===== config.mk =====
export PLATFORM = sky130hd
export DESIGN_NAME = lattice_eval
export DESIGN_NICKNAME = d
export VERILOG_FILES = /design/src/rtl/lattice_pkg.sv /design/src/rtl/lat_sitemap.sv /design/src/rtl/lat_rng.sv /design/src/rtl/lat_flood.sv /design/src/rtl/lattice_eval.sv
export SDC_FILE = /design/constraint.sdc
export NUM_CORES = 1
export LEC_CHECK = 0
export BUFFER_PORTS_ARGS = -buffer_cell sky130_fd_sc_hd__buf_2
export CAP_MARGIN = 10
export CELL_PAD_IN_SITES_DETAIL_PLACEMENT = 2
export CELL_PAD_IN_SITES_GLOBAL_PLACEMENT = 2
export CORE_MARGIN = 2
export CORE_UTILIZATION = 45
export DETAILED_ROUTE_END_ITERATION = 7
export PLACE_DENSITY = 0.82
export SYNTH_ARGS = -nofsm -noshare
export SYNTH_HDL_FRONTEND = slang
export SYNTH_SLANG_ARGS = --single-unit
export TNS_END_PERCENT = 50

===== constraint.sdc =====
create_clock -name clk -period 23.1 [get_ports clk]
set_input_delay 1.155 -clock clk [delete_from_list [all_inputs] [get_ports clk]]
set_output_delay 1.155 -clock clk [all_outputs]
set_load 0.02 [all_outputs]

===== src/rtl/lattice_pkg.sv =====
package lattice_pkg;

    localparam int          RNG_W       = 32;
    localparam logic [31:0] RNG_POLY    = 32'hB4BC_D35C;
    localparam logic [31:0] RNG_NONZERO = 32'h0000_0001;

    typedef enum logic [1:0] {
        PH_IDLE,
        PH_LOAD,
        PH_FLOOD
    } phase_e;

    // Advance a right-shifting Galois generator by eight steps.
    function automatic logic [RNG_W-1:0] rng_step8(input logic [RNG_W-1:0] s);
        logic [RNG_W-1:0] t;
        t = s;
        for (int i = 0; i < 8; i++) begin
            t = t[0] ? ((t >> 1) ^ RNG_POLY) : (t >> 1);
        end
        return t;
    endfunction

endpackage


===== src/rtl/lat_sitemap.sv =====
module lat_sitemap #(
    parameter int N       = 4,
    parameter int NUM_LIT = 16,
    parameter int SELW    = 4
) (
    input  logic [N*N*SELW-1:0] site_map,
    input  logic [NUM_LIT-1:0]  lits,
    output logic [N*N-1:0]      base_on
);
    localparam int NS = N * N;

    for (genvar k = 0; k < NS; k++) begin : g_site
        logic [SELW-1:0] idx;
        assign idx = site_map[k*SELW +: SELW];
        if (NUM_LIT == (1 << SELW)) begin : g_full
            assign base_on[k] = lits[idx];
        end else begin : g_part
            assign base_on[k] = (int'(idx) < NUM_LIT) ? lits[idx] : 1'b0;
        end
    end

endmodule


===== src/rtl/lat_rng.sv =====
module lat_rng
    import lattice_pkg::*;
#(
    parameter int NSITE = 16
) (
    input  logic             clk,
    input  logic             rst_n,
    input  logic             load,
    input  logic [RNG_W-1:0] seed,
    input  logic             adv,
    input  logic [7:0]       thr,
    output logic [NSITE-1:0] flip
);
    logic [RNG_W-1:0] state_d, state_q;
    logic [RNG_W-1:0] chain [0:NSITE];

    assign chain[0] = state_q;

    for (genvar k = 0; k < NSITE; k++) begin : g_byte
        assign chain[k+1] = rng_step8(chain[k]);
        assign flip[k]    = (chain[k+1][7:0] < thr);
    end

    always_comb begin
        state_d = state_q;
        if (load) begin
            state_d = (seed == '0) ? RNG_NONZERO : seed;
        end else if (adv) begin
            state_d = chain[NSITE];
        end
    end

    always_ff @(posedge clk or negedge rst_n) begin
        if (!rst_n) state_q <= RNG_NONZERO;
        else        state_q <= state_d;
    end


    zero_thr_chk: assert property (@(posedge clk) disable iff (!rst_n)
        (thr == 8'd0) |-> (flip == '0));


    rng_nonzero_chk: assert property (@(posedge clk) disable iff (!rst_n)
        state_q != '0);

endmodule


===== src/rtl/lat_flood.sv =====
module lat_flood #(
    parameter int N      = 4,
    parameter bit ACROSS = 1'b0
) (
    input  logic [N*N-1:0] on,
    input  logic [N*N-1:0] reach,
    output logic [N*N-1:0] src,
    output logic [N*N-1:0] nxt,
    output logic           hit_far
);
    logic [N*N-1:0] far_m;

    for (genvar r = 0; r < N; r++) begin : g_row
        for (genvar c = 0; c < N; c++) begin : g_col
            localparam int K = r * N + c;
            logic up, dn, lf, rt;
            if (r > 0)     begin : g_up assign up = reach[K-N]; end
            else           begin : g_nu assign up = 1'b0;       end
            if (r < N - 1) begin : g_dn assign dn = reach[K+N]; end
            else           begin : g_nd assign dn = 1'b0;       end
            if (c > 0)     begin : g_lf assign lf = reach[K-1]; end
            else           begin : g_nl assign lf = 1'b0;       end
            if (c < N - 1) begin : g_rt assign rt = reach[K+1]; end
            else           begin : g_nr assign rt = 1'b0;       end

            assign nxt[K] = on[K] & (reach[K] | up | dn | lf | rt);

            if (ACROSS) begin : g_lr
                assign src[K]   = (c == 0) ? on[K] : 1'b0;
                assign far_m[K] = (c == N - 1);
            end else begin : g_tb
                assign src[K]   = (r == 0) ? on[K] : 1'b0;
                assign far_m[K] = (r == N - 1);
            end
        end
    end

    assign hit_far = |(nxt & far_m);

endmodule


===== src/rtl/lattice_eval.sv =====
module lattice_eval
    import lattice_pkg::*;
#(
    parameter int N       = 4,
    parameter int NUM_LIT = 16,
    parameter int SELW    = (NUM_LIT > 1) ? $clog2(NUM_LIT) : 1,
    parameter int CNT_W   = 16
) (
    input  logic                 clk,
    input  logic                 rst_n,
    input  logic                 start,
    input  logic                 seed_load,
    input  logic [31:0]          seed,
    input  logic [N*N*SELW-1:0]  site_map,
    input  logic [NUM_LIT-1:0]   lits,
    input  logic [7:0]           fault_thr,
    input  logic [CNT_W-1:0]     trial_target,
    output logic                 busy,
    output logic                 done,
    output logic                 f_top,
    output logic                 g_left,
    output logic [CNT_W-1:0]     trial_cnt,
    output logic [CNT_W-1:0]     hit_cnt
);
    localparam int             NS   = N * N;
    localparam int             IT_W = $clog2(NS) + 1;
    localparam logic [IT_W-1:0] CAP = IT_W'(NS - 1);

    typedef struct packed {
        phase_e          phase;
        logic [NS-1:0]   on;
        logic [NS-1:0]   rt;
        logic [NS-1:0]   rl;
        logic [IT_W-1:0] iter;
        logic [CNT_W-1:0] trials;
        logic [CNT_W-1:0] hits;
        logic [CNT_W-1:0] target;
        logic            f;
        logic            g;
        logic            done;
    } st_t;

    st_t q, n;

    logic [NS-1:0] base_on, flip, live_on, on_use;
    logic [NS-1:0] src_t, src_l, nxt_t, nxt_l;
    logic          far_t, far_l;
    logic [CNT_W-1:0] tr_inc;

    lat_sitemap #(.N(N), .NUM_LIT(NUM_LIT), .SELW(SELW)) u_map (
        .site_map (site_map),
        .lits     (lits),
        .base_on  (base_on)
    );

    lat_rng #(.NSITE(NS)) u_rng (
        .clk   (clk),
        .rst_n (rst_n),
        .load  (seed_load && (q.phase == PH_IDLE)),
        .seed  (seed),
        .adv   (q.phase == PH_LOAD),
        .thr   (fault_thr),
        .flip  (flip)
    );

    assign live_on = base_on ^ flip;
    assign on_use  = (q.phase == PH_LOAD) ? live_on : q.on;

    lat_flood #(.N(N), .ACROSS(1'b0)) u_down (
        .on (on_use), .reach (q.rt), .src (src_t), .nxt (nxt_t), .hit_far (far_t)
    );

    lat_flood #(.N(N), .ACROSS(1'b1)) u_across (
        .on (on_use), .reach (q.rl), .src (src_l), .nxt (nxt_l), .hit_far (far_l)
    );

    assign tr_inc = q.trials + CNT_W'(1);

    always_comb begin
        n = q;
        unique case (q.phase)
            PH_IDLE: begin
                if (start) begin
                    n.trials = '0;
                    n.hits   = '0;
                    n.target = trial_target;
                    n.done   = (trial_target == '0);
                    if (trial_target != '0) n.phase = PH_LOAD;
                end
            end
            PH_LOAD: begin
                n.on    = live_on;
                n.rt    = src_t;
                n.rl    = src_l;
                n.iter  = '0;
                n.phase = PH_FLOOD;
            end
            PH_FLOOD: begin
                if (((nxt_t == q.rt) && (nxt_l == q.rl)) || (q.iter == CAP)) begin
                    n.f      = far_t;
                    n.g      = far_l;
                    n.trials = tr_inc;
                    n.hits   = q.hits + CNT_W'(far_t);
                    if (tr_inc == q.target) begin
                        n.phase = PH_IDLE;
                        n.done  = 1'b1;
                    end else begin
                        n.phase = PH_LOAD;
                    end
                end else begin
                    n.rt   = nxt_t;
                    n.rl   = nxt_l;
                    n.iter = q.iter + IT_W'(1);
                end
            end
            default: n.phase = PH_IDLE;
        endcase
    end

    always_ff @(posedge clk or negedge rst_n) begin
        if (!rst_n) q <= '{phase: PH_IDLE, default: '0};
        else        q <= n;
    end

    assign busy      = (q.phase != PH_IDLE);
    assign done      = q.done;
    assign f_top     = q.f;
    assign g_left    = q.g;
    assign trial_cnt = q.trials;
    assign hit_cnt   = q.hits;


    reach_in_on_chk: assert property (@(posedge clk) disable iff (!rst_n)
        (q.phase == PH_FLOOD) |-> (((q.rt | q.rl) & ~q.on) == '0));


    reach_grow_chk: assert property (@(posedge clk) disable iff (!rst_n)
        ((q.phase == PH_FLOOD) && ($past(q.phase) == PH_FLOOD))
            |-> (((q.rt & $past(q.rt)) == $past(q.rt)) && ((q.rl & $past(q.rl)) == $past(q.rl))));


    iter_cap_chk: assert property (@(posedge clk) disable iff (!rst_n)
        q.iter <= CAP);


    hits_le_trials_chk: assert property (@(posedge clk) disable iff (!rst_n)
        q.hits <= q.trials);


    trials_le_target_chk: assert property (@(posedge clk) disable iff (!rst_n)
        q.trials <= q.target);


    done_idle_chk: assert property (@(posedge clk) disable iff (!rst_n)
        done |-> !busy);

endmodule


==> flow_summary.json <==
{
  "end_kind": "flip-flop",
  "syn_avg_cell_area_sq_um": 12.1,
  "grt_antenna_before_repair": 6,
  "worstSetupStartpoint": "u_rng.state_q[3]",
  "syn2layout_area_growth_pct": 6.48,
  "drtIter0Drc": 1864,
  "cts_sinks": 138,
  "ios": 176,
  "crit_required_ns": 23.38,
  "cap_violations": 0,
  "grt_use_total": 0.324,
  "max_clock_freq_mhz": 44.5,
  "vias_per_cell": 6.07,
  "max_slew_margin": 0.204,
  "io_buffers": 175,
  "seq_area_frac_synth": 0.105,
  "cts_made_buffers": 17,
  "synth_top_area_frac": 0.250,
  "synth-edff-count": 0,
  "firstDrtPassIters": 5,
  "dr_total_vias": 22987,
  "synth.area.top_cells": "xnor3_1 25%, xnor2_1 18%, dfrtp_1 10%",
  "critPathMaxFanout": 12,
  "grt_setup_unrepaired": "false",
  "synth-seq-cells": 138,
  "fin_crit_sh": 0.972,
  "finalSetupViolations": 0,
  "period_minus_slack_ns": 22.46,
  "yosysMostFrequentCell": "xnor2_1",
  "yosys_most_used_dff": "dfrtp_1",
  "dpl_worst_slack_ns": -0.284,
  "cts_tree": "built",
  "gr-total-overflow": 0,
  "outcome": "finished clean",
  "coreArea_sq_um": 72800,
  "final_cell_count_no_fill": 3785,
  "hp-start": "hit_cnt[15]",
  "rows": 99,
  "drc": 0,
  "tightest_slew_ns": 1.19,
  "hp-class": "flip-flop to flip-flop",
  "layout-drive-gt1-share": 0.192,
  "grt_pass1_wl_mm": 181,
  "synth_top_area_cell": "xnor3_1",
  "path_clk_slew_ns": 0.08,
  "hold_viol": 0,
  "cp.arrival_ns": 22.74,
  "netlist_instances": 2728,
  "wl_per_cell_um": 32.4,
  "post-place-cells": 3749,
  "nNetsFinal": 3066,
  "cp-start-kind": "flip-flop",
  "rr_startpoint": "u_rng.state_q[3]",
  "final_antenna_net_count": 0,
  "gp_congestion": 0.956,
  "clock_path_buffers": 2,
  "grt_pass1_vias": 25510,
  "start_util": 0.454,
  "dp_hpwl_mm": 100,
  "slew_viol_final": 0,
  "ys_warn_count": 0,
  "num-fill-cells": 7218,
  "dieArea_sq_um": 75600,
  "final.setup.worst_slack_ns": 0.636,
  "path_class": "flip-flop to flip-flop",
  "die_width_um": 275,
  "synth_area_sq_um": 33000,
  "grt_max_degree": 77,
  "die_y_um": 275,
  "cp_common_cell": "xnor3_1",
  "clock_latency_ns": 0.44,
  "synth_nets": 2985,
  "slowest_delay_ns": 0.87,
  "synth_common_cells": "692 x xnor2_1, 367 x xnor3_1, 229 x xor2_1, 137 x dfrtp_1, 117 x ha_1",
  "cts_root_buf": "clkbuf_16",
  "slowest_stage": "xnor3_1",
  "htree_num_levels": 4,
  "wirelength_mm": 123,
  "finalCoreUtilization": 0.483,
  "synth_cell_types": 72,
  "ys_async_sr_fraction": 1.00,
  "fin_worst_skew_ns": 0.0185
}
cells by family after synthesis:
group,count (synthesis),share of synthesized area
buffers and inverters,199,0.0292
and+or+nand+nor,322,0.0485
muxes,123,0.0682
xor gates and xnor gates,1520,0.643
adders and majority gates,117,0.0443
AOI/OAI and AO/OA,309,0.0618
DFF,138,0.105
registers in the layout, summed over array words and instances, names as in the netlist:
signal         cells
hit_cnt           16
done               1
u_rng.state_q     32
trial_cnt         16
q                 71
f_top              1
g_left             1
area by class of cell:
| type | instances | area [sq um] | area share |
|---|---|---|---|
| multi-input combinational | 2391 | 28700 | 0.815 |
| sequential | 138 | 3450 | 0.0982 |
| tap | 959 | 1200 | 0.0341 |
| timing repair buffer | 189 | 987 | 0.0281 |
| clock buffer | 18 | 439 | 0.0125 |
| inverter | 72 | 270 | 0.00768 |
| clock inverter | 14 | 131 | 0.00373 |
| antenna | 4 | 10.0 | 0.000285 |
stage by stage:
stage	cell area (sq um)	TNS (ns)	hold slack, ns
after floorplan	33000	0	0.449
after global placement	34600	0	0.472
after detailed placement	34600	-1.84	0.483
after CTS	35100	0	0.492
after global routing	35200	0	0.515
final	35200	0	0.485
routing by layer:
layer  track usage  vias up  part of all wire
li1              -     9695                 -
met1         0.418    12243              0.41
met2         0.582      865              0.51
met3        0.0335      180             0.052
met4        0.0757        4             0.024
met5             0        -           0.00019
cells in the final DEF, fill, tap and decap left out, drive strengths merged, types with 28 or more instances in the layout:
| cell | n |
|---|---|
| a21oi | 62 |
| buf | 189 |
| dfrtp | 137 |
| ha | 117 |
| inv | 79 |
| mux4 | 80 |
| nand2 | 97 |
| nand2b | 30 |
| nor2 | 53 |
| nor3 | 28 |
| nor4 | 28 |
| o21ai | 93 |
| xnor2 | 772 |
| xnor3 | 409 |
| xor2 | 272 |
| xor3 | 67 |
worst max-delay path, delay by kind of cell (launching register included):
family	cells	cell delay, ns
fa+ha+maj	3	0.80
flops	1	0.76
compound gates	7	1.84
xor+xnor	37	18.58
simple gates	1	0.25
worst paths after layout:
| check | endpoint | slack, ns | cells after the start |
|---|---|---|---|
| worst max-delay path | hit_cnt[10] | 0.64 | 48 |
| worst min-delay path | hit_cnt[15] | 0.48 | 1 |
| worst max register to register | hit_cnt[10] | 0.64 | 48 |
| worst min register to register | hit_cnt[15] | 0.48 | 1 |
| max in group asynchronous | trial_cnt[1] | 20.92 | 2 |
| min in group asynchronous | q[90] | 0.76 | 1 |
timing repair:
action                                  CTS  global route
setup buffers                             0             0
hold endpoints to repair                  0             0
endpoints found under the setup margin   15            15
hold buffers                              0             0
resized for setup                         4             7
Power is left out: the tool's default activity adds up to more than one toggle a clock period on the data nets, which glitch-free logic cannot reach.
